File: config.mk
export PLATFORM = sky130hd
export DESIGN_NAME = dmc_chan_ctl
export DESIGN_NICKNAME = d
export VERILOG_FILES = /design/src/rtl/dmc_pkg.sv /design/src/rtl/dmc_mask_bank.sv /design/src/rtl/dmc_mode_bank.sv /design/src/rtl/dmc_tc_ctl.sv /design/src/rtl/dmc_req_gate.sv /design/src/rtl/dmc_chan_ctl.sv
export SDC_FILE = /design/constraint.sdc
export NUM_CORES = 1
export LEC_CHECK = 0
export ABC_AREA = 1
export BUFFER_PORTS_ARGS = -buffer_cell sky130_fd_sc_hd__buf_2
export CORE_MARGIN = 3
export CORE_UTILIZATION = 42
export CTS_CLUSTER_DIAMETER = 120
export DETAILED_ROUTE_END_ITERATION = 8
export PLACE_DENSITY = 0.75
export SETUP_SLACK_MARGIN = 0.02
export SLEW_MARGIN = 10
export SYNTH_ARGS = -nofsm -noshare
export SYNTH_HDL_FRONTEND = slang
export SYNTH_SLANG_ARGS = --single-unit
File: constraint.sdc
create_clock -name clk -period 0.8 [get_ports clk]
set_input_delay 0.16 -clock clk [delete_from_list [all_inputs] [get_ports clk]]
set_output_delay 0.16 -clock clk [all_outputs]
set_load 0.005 [all_outputs]
File: src/rtl/dmc_pkg.sv
package dmc_pkg;

   localparam int SEL_W  = 2;
   localparam int MODE_W = 6;
   localparam int MAX_CH = 4;

   typedef enum logic [1:0] {
      XM_DEMAND  = 2'b00,
      XM_SINGLE  = 2'b01,
      XM_BLOCK   = 2'b10,
      XM_CASCADE = 2'b11
   } xfer_mode_e;

   typedef enum logic [1:0] {
      DIR_VERIFY   = 2'b00,
      DIR_TO_MEM   = 2'b01,
      DIR_FROM_MEM = 2'b10,
      DIR_RSVD     = 2'b11
   } dir_e;

   typedef struct packed {
      xfer_mode_e xm;
      logic       decr;
      logic       autoinit;
      dir_e       dir;
   } chan_mode_t;

   function automatic logic is_cascade(input chan_mode_t m);
      return m.xm == XM_CASCADE;
   endfunction

endpackage

File: src/rtl/dmc_mask_bank.sv
module dmc_mask_bank
   import dmc_pkg::*;
#(
   parameter int NUM_CH       = 4,
   parameter bit HOST_OVER_TC = 1'b1
) (
   input  logic              clk,
   input  logic              rst_n,
   input  logic              clr_all,
   input  logic              set_all,
   input  logic              set_one,
   input  logic [SEL_W-1:0]  one_sel,
   input  logic              one_val,
   input  logic [NUM_CH-1:0] all_val,
   input  logic [NUM_CH-1:0] tc_set,
   output logic [NUM_CH-1:0] mask_q
);

   for (genvar i = 0; i < NUM_CH; i++) begin : g_ch
      logic host_hit;
      logic host_val;
      logic bit_q;

      // host write decode: clear beats load-all beats single
      always_comb begin
         host_hit = 1'b0;
         host_val = bit_q;
         if (clr_all) begin
            host_hit = 1'b1;
            host_val = 1'b0;
         end else if (set_all) begin
            host_hit = 1'b1;
            host_val = all_val[i];
         end else if (set_one && (one_sel == SEL_W'(i))) begin
            host_hit = 1'b1;
            host_val = one_val;
         end
      end

      if (HOST_OVER_TC) begin : g_host_first
         always_ff @(posedge clk) begin
            if (!rst_n)
               bit_q <= 1'b1;
            else if (host_hit)
               bit_q <= host_val;
            else if (tc_set[i])
               bit_q <= 1'b1;
         end
      end else begin : g_tc_first
         always_ff @(posedge clk) begin
            if (!rst_n)
               bit_q <= 1'b1;
            else if (tc_set[i])
               bit_q <= 1'b1;
            else if (host_hit)
               bit_q <= host_val;
         end
      end

      assign mask_q[i] = bit_q;
   end

endmodule

File: src/rtl/dmc_mode_bank.sv
module dmc_mode_bank
   import dmc_pkg::*;
#(
   parameter int NUM_CH = 4
) (
   input  logic                clk,
   input  logic                rst_n,
   input  logic                wr_en,
   input  logic [SEL_W-1:0]    wr_sel,
   input  logic [MODE_W-1:0]   wr_field,
   output logic [NUM_CH-1:0]   casc,
   output logic [NUM_CH-1:0]   autoi,
   output logic [NUM_CH-1:0]   decr,
   output logic [2*NUM_CH-1:0] dir_flat,
   output logic [2*NUM_CH-1:0] xm_flat
);

   for (genvar i = 0; i < NUM_CH; i++) begin : g_ch
      chan_mode_t mode_q;

      always_ff @(posedge clk) begin
         if (!rst_n)
            mode_q <= '0;
         else if (wr_en && (wr_sel == SEL_W'(i)))
            mode_q <= chan_mode_t'(wr_field);
      end

      assign casc[i]          = is_cascade(mode_q);
      assign autoi[i]         = mode_q.autoinit;
      assign decr[i]          = mode_q.decr;
      assign dir_flat[2*i+:2] = mode_q.dir;
      assign xm_flat[2*i+:2]  = mode_q.xm;
   end

endmodule

File: src/rtl/dmc_tc_ctl.sv
module dmc_tc_ctl #(
   parameter int NUM_CH = 4
) (
   input  logic              clk,
   input  logic              rst_n,
   input  logic [NUM_CH-1:0] tc,
   input  logic [NUM_CH-1:0] mask_q,
   input  logic [NUM_CH-1:0] casc,
   input  logic [NUM_CH-1:0] autoi,
   output logic [NUM_CH-1:0] tc_set,
   output logic [NUM_CH-1:0] reload
);

   logic [NUM_CH-1:0] live;
   logic [NUM_CH-1:0] reload_q;

   // terminal count only matters on an active, non-pass-through channel
   assign live   = tc & ~mask_q & ~casc;
   assign tc_set = live & ~autoi;

   always_ff @(posedge clk) begin
      if (!rst_n)
         reload_q <= '0;
      else
         reload_q <= live & autoi;
   end

   assign reload = reload_q;

endmodule

File: src/rtl/dmc_req_gate.sv
module dmc_req_gate #(
   parameter int NUM_CH = 4
) (
   input  logic [NUM_CH-1:0] dreq,
   input  logic [NUM_CH-1:0] mask_q,
   input  logic [NUM_CH-1:0] casc,
   output logic [NUM_CH-1:0] svc_req,
   output logic [NUM_CH-1:0] pass_req
);

   for (genvar i = 0; i < NUM_CH; i++) begin : g_ch
      logic open_c;
      assign open_c      = dreq[i] & ~mask_q[i];
      assign svc_req[i]  = open_c & ~casc[i];
      assign pass_req[i] = open_c &  casc[i];
   end

endmodule

File: src/rtl/dmc_chan_ctl.sv
module dmc_chan_ctl
   import dmc_pkg::*;
#(
   parameter int NUM_CH       = 4,
   parameter bit HOST_OVER_TC = 1'b1
) (
   input  logic                clk,
   input  logic                rst_n,
   input  logic                mask_one_we,
   input  logic                mask_all_we,
   input  logic                mask_clr_we,
   input  logic                mode_we,
   input  logic [7:0]          wr_data,
   input  logic [NUM_CH-1:0]   dreq,
   input  logic [NUM_CH-1:0]   tc,
   output logic [NUM_CH-1:0]   svc_req,
   output logic [NUM_CH-1:0]   pass_req,
   output logic [NUM_CH-1:0]   reload,
   output logic [2*NUM_CH-1:0] dir_out,
   output logic [2*NUM_CH-1:0] xmode_out,
   output logic [NUM_CH-1:0]   auto_out,
   output logic [NUM_CH-1:0]   decr_out
);

   localparam int VAL_BIT = SEL_W;

   if (NUM_CH < 1 || NUM_CH > MAX_CH) begin : g_bad_ch
      $error("dmc_chan_ctl: NUM_CH must lie in 1..4");
   end
   if (SEL_W + MODE_W != 8) begin : g_bad_fmt
      $error("dmc_chan_ctl: select and mode fields must fill one byte");
   end

   logic [NUM_CH-1:0] mask_q;
   logic [NUM_CH-1:0] casc;
   logic [NUM_CH-1:0] autoi;
   logic [NUM_CH-1:0] tc_set;

   dmc_mask_bank #(
      .NUM_CH       (NUM_CH),
      .HOST_OVER_TC (HOST_OVER_TC)
   ) u_mask (
      .clk     (clk),
      .rst_n   (rst_n),
      .clr_all (mask_clr_we),
      .set_all (mask_all_we),
      .set_one (mask_one_we),
      .one_sel (wr_data[SEL_W-1:0]),
      .one_val (wr_data[VAL_BIT]),
      .all_val (wr_data[NUM_CH-1:0]),
      .tc_set  (tc_set),
      .mask_q  (mask_q)
   );

   dmc_mode_bank #(
      .NUM_CH (NUM_CH)
   ) u_mode (
      .clk      (clk),
      .rst_n    (rst_n),
      .wr_en    (mode_we),
      .wr_sel   (wr_data[SEL_W-1:0]),
      .wr_field (wr_data[7:SEL_W]),
      .casc     (casc),
      .autoi    (autoi),
      .decr     (decr_out),
      .dir_flat (dir_out),
      .xm_flat  (xmode_out)
   );

   dmc_tc_ctl #(
      .NUM_CH (NUM_CH)
   ) u_tc (
      .clk    (clk),
      .rst_n  (rst_n),
      .tc     (tc),
      .mask_q (mask_q),
      .casc   (casc),
      .autoi  (autoi),
      .tc_set (tc_set),
      .reload (reload)
   );

   dmc_req_gate #(
      .NUM_CH (NUM_CH)
   ) u_gate (
      .dreq     (dreq),
      .mask_q   (mask_q),
      .casc     (casc),
      .svc_req  (svc_req),
      .pass_req (pass_req)
   );

   assign auto_out = autoi;

endmodule

# --- Word-level counts from Yosys, hierarchy flattened ---
# Cells that the tools add are included.
# W data, S select, Z words.
totals:
  reg_bits: 32
  input_bits: 22
  output_inout_bits: 36
  elab_cells: 108
classes:
  eq_ne: 11
  muxes: 32
  n_bitwise: 27
  n_reduce_logical: 17
ops:
  columns: ["operator", "n"]
  rows:
  - ["$mux W1", 32]
  - ["$and A4 B4 Y4", 4]
  - ["$ne A4 B4 Y1 const B", 4]
  - ["$and A1 B1 Y1", 12]
  - ["$eq A2 B2 Y1 const B", 6]
  - ["$not A4 Y4", 3]
  - ["$logic_and A1 B1 Y1", 8]
  - ["$not A1 Y1", 8]
  - ["$reduce_and A2 Y1", 4]
  - ["$reduce_bool A2 Y1", 4]
  - ["$eq A2 B1 Y1 const B", 1]
  - ["$logic_not A2 Y1", 1]

# --- Longest topological paths before layout ---
depth:
  depth_word: 7
  mapped_depth: 7
  depth_no_buf: 7

# --- By module ---
# Synthesis repeated with hierarchy kept, for this count alone.
unflattened:
  cells_unflattened: 258
  hier_area_um2: 1566.5
by_module_without_submodules:
  columns: ["mod", "n_inst", "cells_per_inst", "area_per_inst_um2", "seq_area_each_um2"]
  rows:
  - ["dmc_mode_bank", 1, 165, 1034.7, 480.5]
  - ["dmc_mask_bank", 1, 45, 281.5, 80.1]
  - ["dmc_tc_ctl", 1, 28, 175.2, 80.1]
  - ["dmc_req_gate", 1, 20, 75.1, 0.0]

# --- Worst setup path before layout ---
# Ideal clock, no wire load.
synth_path:
  path_kind: "reg-to-reg"
  from: "reg u_mode.g_ch[3].mode_q (netlist bit u_mode.xm_flat[6])"
  to: "reg u_mask.g_ch[3].bit_q"
  setup_time_ps: 123
  t_arrival_ps: 705
  required_ps: 677
  path_slack_ps: -28
  stages_incl_launch_ff: 6
  path_buffers: 0
  synth_period_minus_slack_ps: 828
  cell_sequence: "dfxtp_1 > nand2_1 > nand2_1 > nor2_1 > o21bai_1 > nand3_1"
synth_via:
  elab_chain_cells: 6
synth_rtl:
  columns: ["element", "line", "source"]
  rows:
  - ["start, declared", "dmc_mode_bank.sv:19", "chan_mode_t mode_q;"]
  - ["start signal, assigned", "dmc_mode_bank.sv:25", "mode_q <= chan_mode_t'(wr_field);"]
  - ["$eq A2 B2 Y1", "dmc_pkg.sv:29", "return m.xm == XM_CASCADE;"]
  - ["$not A4 Y4", "dmc_tc_ctl.sv:18", "assign live = tc & ~mask_q & ~casc;"]
  - ["$and A4 B4 Y4", "dmc_tc_ctl.sv:18", null]
  - ["$and A4 B4 Y4", "dmc_tc_ctl.sv:19", "assign tc_set = live & ~autoi;"]
  - ["$reduce_bool A2 Y1 (no line)", null, null]
  - ["$reduce_and A2 Y1 (no line)", null, null]
  - ["end signal, assigned", "dmc_mask_bank.sv:45", "bit_q <= host_val;"]
  - ["end, declared", "dmc_mask_bank.sv:22", "logic bit_q;"]
# No other way between the ends.
# A chain may end at the register's enable or synchronous reset.

# --- Final worst setup path ---
layout_path:
  from: "reg u_mask.g_ch[0].bit_q"
  to: "out svc_req[0]"
layout_via:
  elab_chain_cells: 3
layout_rtl:
  columns: ["element", "line", "source"]
  rows:
  - ["start, declared", "dmc_mask_bank.sv:22", null]
  - ["start signal, assigned", "dmc_mask_bank.sv:45", null]
  - ["$not A1 Y1", "dmc_req_gate.sv:13", "assign open_c = dreq[i] & ~mask_q[i];"]
  - ["$and A1 B1 Y1", "dmc_req_gate.sv:13", null]
  - ["$and A1 B1 Y1", "dmc_req_gate.sv:14", "assign svc_req[i] = open_c & ~casc[i];"]
  - ["end, declared", "dmc_chan_ctl.sv:16", "output logic [NUM_CH-1:0] svc_req,"]
# No other way between the ends.

==> key figures <==
Timing
  • Setup Viol. Count Final: 42
  • Setup TNS: -7.55 ns
  • Fin crit period: 1.16 ns
  • RSZ-0062 raised after global routing: true
  • Slew HR: 82.4%
  • Worst clock skew: 0.00605 ns
  • Fmax: 0.859 GHz
  • Transition at the pin with the smallest max-transition slack: 0.264 ns
  • Final Cycle Share: 145%
  • Max Slew Vio Count: 0
  • Final hold vios: 0
  • Setup ws final: -0.364 ns

Global routing
  • Met3 Usage GRT: 6.83%
  • Met1 Use GR: 22.3%
  • Total GRT Usage: 19.9%
  • Busiest layer in global routing: met2
  • Met2 GRT Util: 33.3%
  • First-pass GRT wire length: 6260 um
  • Initial antenna violation count: 0
  • GRT overflow: 0
  • Vias in the first global route: 1438
  • Largest net degree at the start of global routing: 16

Layout
  • Post-Route Utilization: 71.7%
  • Share of cells above drive strength 1: 57.6%
  • Layout fillers: 278
  • Synthesis-to-finish area growth: 62.3%
  • Final non-filler cell area: 0.00221 sq mm
  • Antenna cell count: 0
  • Register area: 691 sq um
  • Multi-input gate area: 664 sq um
  • Layout Nets: 298

Yosys
  • Synth Instances: 188
  • Netlist cell types: 17
  • Mapped Avg Cell Area: 7.23 sq um
  • Synthesized area: 0.00136 sq mm
  • Mapped Nets: 210
  • Share of the synthesized area in the top cell type: 47.1%
  • Leading area contributor after synthesis: dfxtp_1
  • Sequential area share after synthesis: 47.1%
  • Synth area leaders: dfxtp_1, a21oi_1, nand2_1
  • Yosys reg bits: 32
  • YS warnings: 0

Clock network
  • CTS Hold Buffers Added: 0
  • Clk buf depth: 2
  • Clk sink count: 32
  • H-tree levels: 2
  • Root Driver: clkbuf_4
  • Clk_lat worst skew: 0.33 ns
  • TritonCTS Buffers: 5
  • Clock transition at path regs: 0.09 ns
  • CTS tree: done

Route
  • Remaining antenna violation count after routing: 0
  • Vias/cell: 4.85
  • DRT Wirelength: 4010 um
  • Initial DRC count: 30
  • Via count: 1552
  • First-pass iteration count of the detailed router: 4
  • WL/cell: 12.5 um
  • Drt drc: 0

Worst setup path
  • Worst-path cell chain: inv_2, nand2_2, a21oi_1, buf_2
  • Crit-path max FO: 2
  • Crit path buffers/inverters: 2
  • Delay-heaviest family, CP: flip-flops
  • Data arrival, critical path: 1.00 ns
  • Critical Path Sink Type: output pin
  • Slowest CP cell: dfxtp_2
  • Critical Path RT: 0.64 ns
  • Crit Path Class: reg -> out
  • Crit path launch type: flop
  • Crit path largest cell delay: 0.33 ns

Floorplanning
  • Core Region: 0.00308 sq mm
  • Die Ht: 62.9 um
  • DIE AREA: 0.00395 sq mm
  • Ports: 58
  • Die width: 62.9 um
  • Row count: 20
  • Starting density of the core: 44.1%

Power
  • PD cells: 1480 mW/mm^2
  • Pleak: 1.06 nW
  • Worst IR Drop VDD: 0.000908 V
  • Overall Power: 0.00328 W

Outcome
  • Violated checks: setup timing
  • Outcome: finished, violations left

Hold path
  • Hold Path Class: in -> reg

Placement
  • Post-DP HPWL: 2580 um
  • Port bufs: 57
  • RD Place Congestion: 0.834
  • Placement-stage cell area: 0.00181 sq mm

Run
  • Max Cap Violations: 0
## registers in the layout (all words and copies together) (netlist names)
signal and count:
u_mode.dir_flat 8, u_mode.decr 4, u_mask.g_ch.bit_q 4, u_mode.xm_flat 8, u_mode.autoi 4, u_tc.reload 4
## logic make-up (layout without fill, tap and decap cells)
logic type             after synthesis  after routing  share of synthesized area (%)
flip-flops                          32             32                           47.1
buffers and inverters               37            125                           12.1
AO/OA/AOI/OAI                       50             50                           18.6
AND/OR/NAND/NOR                     69             69                           22.2
## synth_stat cells
| master | count |
|---|---|
| o21bai_1 | 1 |
| o21ai_0 | 14 |
| nand3_2 | 3 |
| clkbuf_1 | 1 |
| nand2_1 | 29 |
| nand3_1 | 12 |
| nand4_1 | 1 |
| nor2_1 | 21 |
| buf_2 | 2 |
| inv_1 | 28 |
| dfxtp_1 | 32 |
| o21ai_1 | 12 |
| nor3_1 | 1 |
| a21oi_1 | 23 |
| inv_2 | 3 |
| nor4_1 | 2 |
| buf_6 | 3 |
## repair_timing
action | in CTS | in global routing
setup endpoints to repair | 41 | 47
pin swaps | 8 | 13
gates resized for setup | 53 | 36
buffers inserted | 6 | 5
## cell type report
class | instances | area share [%]
Sequential cell | 32 | 31.3
Inverter | 31 | 5.50
Clock buffer | 6 | 1.87
Multi-Input combinational cell | 119 | 30.1
Tap cell | 44 | 2.50
Timing Repair Buffer | 87 | 28.5
Clock inverter | 1 | 0.227
## per-stage QoR
stage / hold slack, ns / instances / setup WS, ns
2_1_floorplan: 0.304 / 188 / 0.0106
3_3_place_gp: 0.407 / 303 / -0.148
3_5_place_dp: 0.414 / 303 / -0.180
4_1_cts: 0.0542 / 316 / -0.357
5_1_grt: 0.0666 / 320 / -0.418
6_report: 0.0760 / 320 / -0.364
## power breakdown
part / internal (W) / switching, W / leakage (nW)
registers: 0.00168 / 0.0000665 / 0.273
clock network: 0.000323 / 0.000531 / 0.0281
logic: 0.000342 / 0.000333 / 0.757
## per-layer routing
layer / wire length [um] / vias to the layer above
met5: 0 / -
met4: 68 / 0
met3: 257 / 9
met2: 2010 / 46
met1: 1680 / 710
li1: - / 787
## cell usage in the layout (no fill, tap or decap)
| master | count |
|---|---|
| o21ai_1 | 14 |
| clkbuf_4 | 5 |
| nand3_2 | 5 |
| nor4_4 | 1 |
| nand4_1 | 1 |
| buf_6 | 22 |
| nor2_4 | 1 |
| a21oi_1 | 18 |
| o21ai_0 | 12 |
| inv_4 | 2 |
| nor2_1 | 17 |
| nand2_1 | 17 |
| nand3_1 | 10 |
| buf_4 | 22 |
| nor3_2 | 1 |
| dfxtp_1 | 4 |
| buf_2 | 43 |
| nor2_2 | 3 |
| o21bai_1 | 1 |
| nand2_2 | 10 |
| clkbuf_1 | 1 |
| clkinv_2 | 1 |
| nand2_4 | 2 |
| inv_1 | 22 |
| nor4_2 | 1 |
| dfxtp_2 | 22 |
| dfxtp_4 | 6 |
| a21oi_2 | 5 |
| inv_2 | 7 |
## tightest hold or removal path, cell delays in order
cell and delay (ns):
buf_2 0.10, nand2_2 0.07, nor4_2 0.04
## final timing paths
| kind | startpoint | end | slack [ns] | cells past startpoint |
|---|---|---|---|---|
| max reg2reg | u_mask.g_ch[2].bit_q$_SDFFE_PN1P_ | u_mask.g_ch[2].bit_q$_SDFFE_PN1P_ | -0.08 | 5 |
| max | u_mask.g_ch[0].bit_q$_SDFFE_PN1P_ | svc_req[0] | -0.36 | 4 |
| min reg2reg | u_mode.dir_flat[2]$_SDFFE_PN0P_ | u_mode.dir_flat[2]$_SDFFE_PN0P_ | 0.45 | 2 |
| min | tc[3] | u_tc.reload[3]$_SDFF_PN0_ | 0.08 | 3 |
Note: power is estimated with default switching activity, not from simulation.
